**config.mk**
```make
export PLATFORM = sky130hd
export DESIGN_NAME = lpm_clk_ctrl
export DESIGN_NICKNAME = d
export VERILOG_FILES = /design/src/rtl/lpm_pkg.sv /design/src/rtl/lpm_wake_sync.sv /design/src/rtl/lpm_mode_fsm.sv /design/src/rtl/lpm_en_decode.sv /design/src/rtl/lpm_clk_ctrl.sv
export SDC_FILE = /design/constraint.sdc
export NUM_CORES = 1
export LEC_CHECK = 0
export BUFFER_PORTS_ARGS = -buffer_cell sky130_fd_sc_hd__buf_2
export CAP_MARGIN = 20
export CORE_AREA = 2 2 39 41
export CTS_BUF_LIST = sky130_fd_sc_hd__clkbuf_4 sky130_fd_sc_hd__clkbuf_8
export CTS_CLUSTER_SIZE = 16
export DETAILED_ROUTE_END_ITERATION = 8
export DIE_AREA = 0 0 41 43
export REMOVE_ABC_BUFFERS = 1
export SYNTH_ARGS = -nofsm -noshare
export SYNTH_HDL_FRONTEND = slang
export SYNTH_SLANG_ARGS = --single-unit
```
**constraint.sdc**
```tcl
create_clock -name clk -period 3.67 [get_ports clk]
set_clock_uncertainty 0.1 [all_clocks]
set_input_delay 0.367 -clock clk [delete_from_list [all_inputs] [get_ports clk]]
set_output_delay 0.367 -clock clk [all_outputs]
set_load 0.05 [all_outputs]
```
**src/rtl/lpm_pkg.sv**
```systemverilog
package lpm_pkg;

   localparam int PM_W = 2;

   typedef enum logic [PM_W-1:0] {
      PM_RUN   = 2'd0,
      PM_LIGHT = 2'd1,
      PM_MID   = 2'd2,
      PM_DEEP  = 2'd3
   } pm_mode_e;

   typedef struct packed {
      logic cpu;
      logic mclk;
      logic smclk;
      logic osc;
      logic aclk;
   } clk_en_t;

   localparam clk_en_t EN_ALL_ON = '{cpu: 1'b1, mclk: 1'b1, smclk: 1'b1, osc: 1'b1, aclk: 1'b1};

   function automatic clk_en_t en_of(pm_mode_e m);
      clk_en_t e;
      e.cpu   = (m == PM_RUN);
      e.mclk  = (m == PM_RUN);
      e.smclk = (m == PM_RUN) || (m == PM_LIGHT);
      e.osc   = (m == PM_RUN) || (m == PM_LIGHT);
      e.aclk  = (m != PM_DEEP);
      return e;
   endfunction

endpackage

```
**src/rtl/lpm_wake_sync.sv**
```systemverilog
module lpm_wake_sync #(
   parameter int STAGES = 2
) (
   input  logic clk,
   input  logic rst_n,
   input  logic async_in,
   output logic sync_out
);

   generate
      if (STAGES == 0) begin : g_bypass
         assign sync_out = async_in;
      end else begin : g_chain
         logic [STAGES-1:0] sh_q;
         always_ff @(posedge clk or negedge rst_n) begin
            if (!rst_n) begin
               sh_q <= '0;
            end else begin
               sh_q[0] <= async_in;
               for (int i = 1; i < STAGES; i++) begin
                  sh_q[i] <= sh_q[i-1];
               end
            end
         end
         assign sync_out = sh_q[STAGES-1];
      end
   endgenerate

endmodule

```
**src/rtl/lpm_mode_fsm.sv**
```systemverilog
module lpm_mode_fsm
   import lpm_pkg::*;
(
   input  logic     clk,
   input  logic     rst_n,
   input  logic     req_vld,
   input  pm_mode_e req_mode,
   input  logic     wake_ext,
   input  logic     wake_int,
   input  logic     reti,
   input  logic     clr_on_exit,
   output pm_mode_e mode_q,
   output pm_mode_e mode_nxt,
   output logic     ack_q
);

   pm_mode_e saved_q, saved_d;
   logic     svc_q, svc_d;
   logic     accept;

   assign accept = !svc_q && (wake_ext || (wake_int && mode_q != PM_DEEP));

   always_comb begin
      mode_nxt = mode_q;
      saved_d  = saved_q;
      svc_d    = svc_q;
      if (accept) begin
         saved_d  = mode_q;
         mode_nxt = PM_RUN;
         svc_d    = 1'b1;
      end else if (svc_q && reti) begin
         mode_nxt = clr_on_exit ? PM_RUN : saved_q;
         svc_d    = 1'b0;
      end else if (svc_q && clr_on_exit) begin
         saved_d  = PM_RUN;
      end else if (!svc_q && mode_q == PM_RUN && req_vld) begin
         mode_nxt = req_mode;
      end
   end

   always_ff @(posedge clk or negedge rst_n) begin
      if (!rst_n) begin
         mode_q  <= PM_RUN;
         saved_q <= PM_RUN;
         svc_q   <= 1'b0;
         ack_q   <= 1'b0;
      end else begin
         mode_q  <= mode_nxt;
         saved_q <= saved_d;
         svc_q   <= svc_d;
         ack_q   <= accept;
      end
   end

endmodule

```
**src/rtl/lpm_en_decode.sv**
```systemverilog
module lpm_en_decode
   import lpm_pkg::*;
(
   input  logic     clk,
   input  logic     rst_n,
   input  pm_mode_e mode_nxt,
   output clk_en_t  en_q
);

   always_ff @(posedge clk or negedge rst_n) begin
      if (!rst_n) begin
         en_q <= EN_ALL_ON;
      end else begin
         en_q <= en_of(mode_nxt);
      end
   end

endmodule

```
**src/rtl/lpm_clk_ctrl.sv**
```systemverilog
module lpm_clk_ctrl
   import lpm_pkg::*;
#(
   parameter int SYNC_STAGES = 2
) (
   input  logic       clk,
   input  logic       rst_n,
   input  logic       mode_req_vld,
   input  logic [1:0] mode_req,
   input  logic       irq_ext,
   input  logic       irq_int,
   input  logic       reti,
   input  logic       clr_on_exit,
   output logic       irq_ack,
   output logic [1:0] cur_mode,
   output logic       cpu_en,
   output logic       mclk_en,
   output logic       smclk_en,
   output logic       osc_en,
   output logic       aclk_en
);

   generate
      if (SYNC_STAGES < 0 || SYNC_STAGES > 4) begin : g_bad_sync
         $error("lpm_clk_ctrl: SYNC_STAGES must lie in 0..4");
      end
      if (PM_W != 2) begin : g_bad_w
         $error("lpm_clk_ctrl: level code must be two bits");
      end
   endgenerate

   logic     ext_s;
   pm_mode_e mode_q, mode_nxt;
   clk_en_t  en_q;

   lpm_wake_sync #(.STAGES(SYNC_STAGES)) u_sync (
      .clk      (clk),
      .rst_n    (rst_n),
      .async_in (irq_ext),
      .sync_out (ext_s)
   );

   lpm_mode_fsm u_fsm (
      .clk         (clk),
      .rst_n       (rst_n),
      .req_vld     (mode_req_vld),
      .req_mode    (pm_mode_e'(mode_req)),
      .wake_ext    (ext_s),
      .wake_int    (irq_int),
      .reti        (reti),
      .clr_on_exit (clr_on_exit),
      .mode_q      (mode_q),
      .mode_nxt    (mode_nxt),
      .ack_q       (irq_ack)
   );

   lpm_en_decode u_dec (
      .clk      (clk),
      .rst_n    (rst_n),
      .mode_nxt (mode_nxt),
      .en_q     (en_q)
   );

   assign cur_mode = mode_q;
   assign cpu_en   = en_q.cpu;
   assign mclk_en  = en_q.mclk;
   assign smclk_en = en_q.smclk;
   assign osc_en   = en_q.osc;
   assign aclk_en  = en_q.aclk;

endmodule

```
==> flow_metrics.env, run 1 <==
export IMPL_outcome="completed"
export IMPL_routed_wl_um=870
export IMPL_critPathTopFamily="flip-flops"
export IMPL_max_stage_delay_ns=0.53
export IMPL_drive_above_1_share_pct=43.9
export IMPL_wl_per_cell_um=11.9
export IMPL_leakagePower_nw=0.281
export IMPL_gp_congestion=0.657
export IMPL_synth_edff_count=0
export IMPL_dr_total_vias=341
export IMPL_cts_sinks=11
export IMPL_syn_area_per_cell_sq_um=12.1
export IMPL_grt_pass1_wl_um=1350
export IMPL_drc=0
export IMPL_synth_cell_types=17
export IMPL_core_rowCount=14
export IMPL_ff_latch_area_sq_um=279
export IMPL_ys_seq_area_share_pct=60.4
export IMPL_critPathSlowestCell="dfstp_2"
export IMPL_min_path_type="in -> reg"
export IMPL_first_pass_iters=4
export IMPL_p_per_area_mw_per_mm2=989
export IMPL_io_pins=17
export IMPL_core_area_sq_mm=0.00138
export IMPL_multiInputGateArea_sq_um=153
export IMPL_htreeDepth=1
export IMPL_yosysMostFrequentCell="dfrtp_1"
export IMPL_slew_headroom_pct=75.0
export IMPL_syn_instance_count=38
export IMPL_dp_hpwl_um=618
export IMPL_numCtsBuffers=3
export IMPL_period_share_pct=41.0
export IMPL_maxSlewViolCount=0
export IMPL_whs_ns=0.109
export IMPL_rsz0062_at_grt="no"
export IMPL_cts_tree="yes"
export IMPL_crit_path_max_fanout=2
export IMPL_root_buffer="clkbuf_4"
export IMPL_grt_pass1_vias=334
export IMPL_port_buffers=16
export IMPL_die_h_um=43
export IMPL_worst_slack_ns=2.16
export IMPL_synth_ff_type="dfrtp_1"
export IMPL_dieArea_sq_mm=0.00176
export IMPL_initial_core_util_pct=33.4
export IMPL_synth_area_sq_um=462
export IMPL_worstPathRequired_ns=3.20
export IMPL_grt_overflow_total=0
export IMPL_path_clk_slew_ns=0.07
export IMPL_setup_violations=0
export IMPL_synth_seq_cells=11
export IMPL_fillers=139
export IMPL_ir_drop_v=0.000362
export IMPL_fin_setup_tns_ns=0
export IMPL_end_kind="output port"
export IMPL_insertion_delay_ns=0.26
export IMPL_yosys_area_top_type="dfrtp_1"
export IMPL_worstMarginPinSlew_ns=0.375
export IMPL_grt_max_degree=12
export IMPL_dpl_instance_area_sq_um=547
export IMPL_cp_start_kind="flop"
export IMPL_criticalPathCategory="reg -> out"
export IMPL_ant_nets=0
export IMPL_die_x_um=41
export IMPL_synth_area_leaders="dfrtp_1 43%, dfstp_2 17%, nand4bb_1 4.9%, mux2i_1 4.3%, a32oi_2 3.5%"
export IMPL_finalInstanceArea_sq_um=587
export IMPL_synth_warnings=0
export IMPL_cap_violations=0
export IMPL_antenna_found_initial=0
export IMPL_fmax_ghz=0.664
export IMPL_period_minus_slack_ns=1.51
export IMPL_worst_path_buf_inv=1
export IMPL_via_per_inst=4.67
export IMPL_synthArstFlopShare_pct=100
export IMPL_synthToLayoutAreaGrowth_pct=27.1
export IMPL_layout_nets=67
export IMPL_post_cts_buffers=0
export IMPL_first_iter_violations=4
export IMPL_clockBufferDepth=2
export IMPL_gr_usage_all_layers_pct=12.3
export IMPL_synth_common_cells="8 x dfrtp_1, 4 x inv_1, 3 x dfstp_2, 3 x nand2_1"
export IMPL_crit_chain="buf_2"
export IMPL_r2r_slack_ns=2.38
export IMPL_num_antenna_cells=0
export IMPL_dpl_worst_slack_ns=2.33
export IMPL_hold_viol=0
export IMPL_cp_data_arrival_time_ns=1.04
export IMPL_yosysTopAreaCellShare_pct=43.4
==> area by class of cell <==
class / count / share of cell area [%]
Clock buffer: 4 / 5.12
Sequential cell: 11 / 47.5
Tap cell: 16 / 3.41
Inverter: 4 / 2.56
Timing Repair Buffer: 17 / 15.4
Multi-Input combinational cell: 21 / 26.0
==> stage by stage <==
step / std cells / utilization [%] / power, mW
finish: 73 / 42.4 / 0.580
global route: 73 / 42.4 / 0.618
CTS: 73 / 42.4 / 0.588
detailed placement: 68 / 39.5 / 0.498
global placement: 68 / 39.5 / 0.496
floorplan: 36 / - / 0.431
==> layer usage <==
metal | global-route usage, % | part of all wire, % | wire (um) | vias to the layer above
li1 | - | - | - | 169
met1 | 13.9 | 43 | 371 | 162
met3 | 3.14 | 5.2 | 45 | 2
met2 | 18.1 | 51 | 444 | 8
met4 | 10.0 | 0.92 | 8 | 0
met5 | 0 | 0 | 0 | -
==> layout by cell type (no fill, tap or decap) <==
cell type	count
a32oi_2	1
o21ai_1	2
a21boi_1	1
a21oi_1	2
nand4bb_1	2
buf_2	16
and2_1	2
mux2i_1	2
dfstp_2	3
nand3b_1	1
o21ai_2	1
dfrtp_1	8
a32oi_1	1
clkbuf_4	4
nand2_1	3
inv_1	4
dlygate4sd3_1	1
nand2b_1	2
nand3_1	1
==> power breakdown <==
group          internal [mW]  total (mW)  switching [mW]
registers              0.174       0.208          0.0342
clock network         0.0494      0.0871          0.0378
logic                 0.0739       0.286           0.212
total                  0.297       0.580           0.284
==> cell families after synthesis <==
logic type | count (synthesis) | share of synthesized area [%]
AND/OR/NAND/NOR | 11 | 15.4
buffers and inverters | 6 | 6.50
flip-flops | 11 | 60.4
AO/OA/AOI/OAI | 8 | 13.3
multiplexers | 2 | 4.34
==> final timing paths <==
check / from / to / cells after the start
min: irq_ext / u_sync.g_chain.sh_q[0] / 1
min reg2reg: u_sync.g_chain.sh_q[0] / u_sync.g_chain.sh_q[1] / 0
max in group asynchronous: rst_n / u_dec.en_q[2] / 2
min in group asynchronous: rst_n / u_fsm.mode_q[1] / 2
max reg2reg: u_fsm.svc_q / u_fsm.mode_q[1] / 3
max: u_dec.en_q[4] / mclk_en / 1
==> registers in the layout, summed over array words and instances, names as in the netlist <==
name and flops:
u_fsm.ack_q 1, u_fsm.mode_q 2, u_sync.g_chain.sh_q 2, u_dec.en_q 3, u_fsm.svc_q 1, u_fsm.saved_q 2
==> what timing repair did <==
| item | in CTS | in global routing |
|---|---|---|
| hold buffers | 1 | 0 |
| resized for setup | 0 | 0 |
| endpoints found under the hold margin | 8 | 0 |
Power figures use the tool's default switching activity.
==> run 2, diff against run 1 <==
--- a/config.mk
+++ b/config.mk
@@ -5,6 +5,7 @@
 export SDC_FILE = /design/constraint.sdc
 export NUM_CORES = 1
 export LEC_CHECK = 0
+export ABC_AREA = 1
 export BUFFER_PORTS_ARGS = -buffer_cell sky130_fd_sc_hd__buf_2
 export CAP_MARGIN = 20
 export CORE_AREA = 2 2 39 41
==> constraint.sdc (replaced) <==
create_clock -name clk -period 1.6 [get_ports clk]
set_clock_uncertainty 0.1 [all_clocks]
set_input_delay 0.16 -clock clk [delete_from_list [all_inputs] [get_ports clk]]
set_output_delay 0.16 -clock clk [all_outputs]
set_load 0.05 [all_outputs]
==> run 2 against run 1 <==
  * Critical path depth unchanged
  * Worst setup slack worse by 1.9 ns
  * Sequential share of layout area down 2.3 points
  * Synthesized area up 4.9%
  * Clock power up 110%
  * Non-clock buffer count up 1
  * Register-to-register slack worse by 1.9 ns
  * Global-route usage down 1.6 points
  * Core utilization up 2.2 points
==> flow_metrics.env, run 2 <==
export IMPL_drc=0
export IMPL_core_rowCount=14
export IMPL_via_per_inst=4.19
export IMPL_initial_core_util_pct=35.0
export IMPL_synth_area_sq_um=484
export IMPL_grt_max_degree=12
export IMPL_cp_start_kind="flop"
export IMPL_synthToLayoutAreaGrowth_pct=27.4
export IMPL_worstPathRequired_ns=1.34
export IMPL_fillers=144
export IMPL_top_register="u_dec.en_q"
export IMPL_port_buffers=16
export IMPL_p_per_area_mw_per_mm2=2130
export IMPL_worst_slack_ns=0.301
export IMPL_final_cell_mix="16 x buf_2, 12 x nand2_1, 9 x inv_1, 8 x dfrtp_1"
export IMPL_worst_path_buf_inv=1
export IMPL_yosys_area_top_type="dfrtp_1"
export IMPL_wl_per_cell_um=9.03
export IMPL_yosysTopAreaCellShare_pct=41.3
export IMPL_setup_violations=0
export IMPL_yosysMostFrequentCell="nand2_1"
export IMPL_grt_pass1_vias=328
export IMPL_cp_data_arrival_time_ns=1.04
export IMPL_path_clk_slew_ns=0.07
export IMPL_insertion_delay_ns=0.26
export IMPL_layout_nets=83
export IMPL_utilization_pct=44.6
export IMPL_maxSlewViolCount=0
export IMPL_fmax_ghz=0.770
export IMPL_leakagePower_nw=0.342
export IMPL_outcome="completed"
export IMPL_root_buffer="clkbuf_4"
export IMPL_crit_chain="buf_2"
export IMPL_worstMarginPinSlew_ns=0.250
export IMPL_core_area_sq_mm=0.00138
export IMPL_htreeDepth=1
export IMPL_syn_area_per_cell_sq_um=9.14
export IMPL_routed_wl_um=804
export IMPL_gr_usage_all_layers_pct=10.6
export IMPL_whs_ns=0.0392
export IMPL_r2r_slack_ns=0.47
export IMPL_die_x_um=41
export IMPL_synthArstFlopShare_pct=100
export IMPL_layout_commonest_cell="buf_2"
export IMPL_slew_headroom_pct=83.5
export IMPL_drive_above_1_share_pct=41.1
export IMPL_io_pins=17
export IMPL_critPathSlowestCell="dfstp_2"
export IMPL_clockBufferDepth=2
export IMPL_min_path_type="in -> reg"
export IMPL_die_h_um=43
export IMPL_cts_tree="yes"
export IMPL_dr_total_vias=373
export IMPL_antenna_found_initial=0
export IMPL_dpl_worst_slack_ns=0.463
export IMPL_max_stage_delay_ns=0.53
export IMPL_ant_nets=0
export IMPL_end_kind="output port"
export IMPL_period_minus_slack_ns=1.30
export IMPL_synth_seq_cells=11
export IMPL_first_iter_violations=4
export IMPL_rsz0062_at_grt="no"
export IMPL_num_antenna_cells=0
export IMPL_critPathTopFamily="flip-flops"
export IMPL_synth_edff_count=0
export IMPL_cts_resized=0
export IMPL_hold_viol=0
export IMPL_dp_hpwl_um=636
export IMPL_period_share_pct=81.2
export IMPL_grt_overflow_total=0
export IMPL_ys_seq_area_share_pct=57.6
export IMPL_synth_common_cells="12 x nand2_1, 9 x inv_1, 8 x dfrtp_1, 5 x nand3_1, 5 x nor2_1"
export IMPL_synth_cell_types=14
export IMPL_criticalPathCategory="reg -> out"
export IMPL_ir_drop_v=0.000600
export IMPL_dieArea_sq_mm=0.00176
export IMPL_fin_setup_tns_ns=0
export IMPL_crit_path_max_fanout=2
export IMPL_synth_ff_type="dfrtp_1"
export IMPL_grt_pass1_wl_um=1210
export IMPL_cap_violations=0
export IMPL_syn_instance_count=53
export IMPL_synth_area_leaders="dfrtp_1 41%, dfstp_2 16%, nand2_1 9.3%, inv_1 7.0%, nand3_1 5.2%"
export IMPL_gp_congestion=0.681
export IMPL_cts_sinks=11
export IMPL_largest_reg_flops=3
export IMPL_synth_warnings=0
export IMPL_numCtsBuffers=3
export IMPL_first_pass_iters=4
[run 2: cell types whose count changed after synthesis, moves of 4 or more]
cell and delta:
inv_1 +5, nand2_1 +9, nand3_1 +4, nor2_1 +5
[run 2: worst paths after layout]
kind / start / end / depth (start not counted)
setup / recovery: u_dec.en_q[4] / mclk_en / 1
hold / removal: reti / u_fsm.svc_q / 2
setup reg to reg: u_fsm.mode_q[0] / u_dec.en_q[0] / 6
hold reg to reg: u_sync.g_chain.sh_q[0] / u_sync.g_chain.sh_q[1] / 0
max in group asynchronous: rst_n / u_dec.en_q[4] / 2
min in group asynchronous: rst_n / u_sync.g_chain.sh_q[1] / 2
[run 2: cell families after synthesis]
family | count (synthesis) | share of synthesized area [%]
AND/OR/NAND/NOR | 27 | 27.6
flip-flops | 11 | 57.6
AO/OA/AOI/OAI | 3 | 3.88
buffers and inverters | 12 | 10.9
[run 2: repair_timing]
item,CTS,global route
setup buffers,0,0
hold buffers,2,0
hold endpoints to repair,12,0
[run 2: power by group]
group | internal [mW] | switching, mW
combinational | 0.158 | 0.523
clock | 0.0923 | 0.0893
sequential | 0.391 | 0.0623
[run 2: cell type report]
type / count / area (sq um) / area share [%]
inverters: 10 / 37.5 / 6.09
clock buffers: 3 / 22.5 / 3.65
repair buffers: 18 / 100 / 16.2
clock inverters: 1 / 5.00 / 0.811
well taps: 16 / 20.0 / 3.25
multi-input cells: 30 / 153 / 24.7
flip-flops and latches: 11 / 279 / 45.2
[run 2: through the flow]
step	area [sq um]	total power, mW	std cells
finish	617	1.32	89
global route	617	1.42	89
detailed placement	569	1.14	83
floorplan	469	1.00	51
global placement	569	1.14	83
CTS	617	1.34	89
[run 2: worst reg2reg max path, stage by stage, from the launching register on]
cell	delay (ns)
dfrtp_1	0.44
nor2_1	0.16
nand3_1	0.08
nand2_1	0.08
nand3_2	0.10
inv_2	0.08
nand2_1	0.04
[run 2: per-layer routing]
metal | track usage, % | vias to the layer above | routed length, um | part of all wire (%)
met1 | 12.6 | 165 | 364 | 45
met2 | 15.3 | 10 | 398 | 50
met5 | 0 | - | 0 | 0
met4 | 8.00 | 0 | 0 | 0
met3 | 3.14 | 0 | 41 | 5.1
li1 | - | 198 | - | -
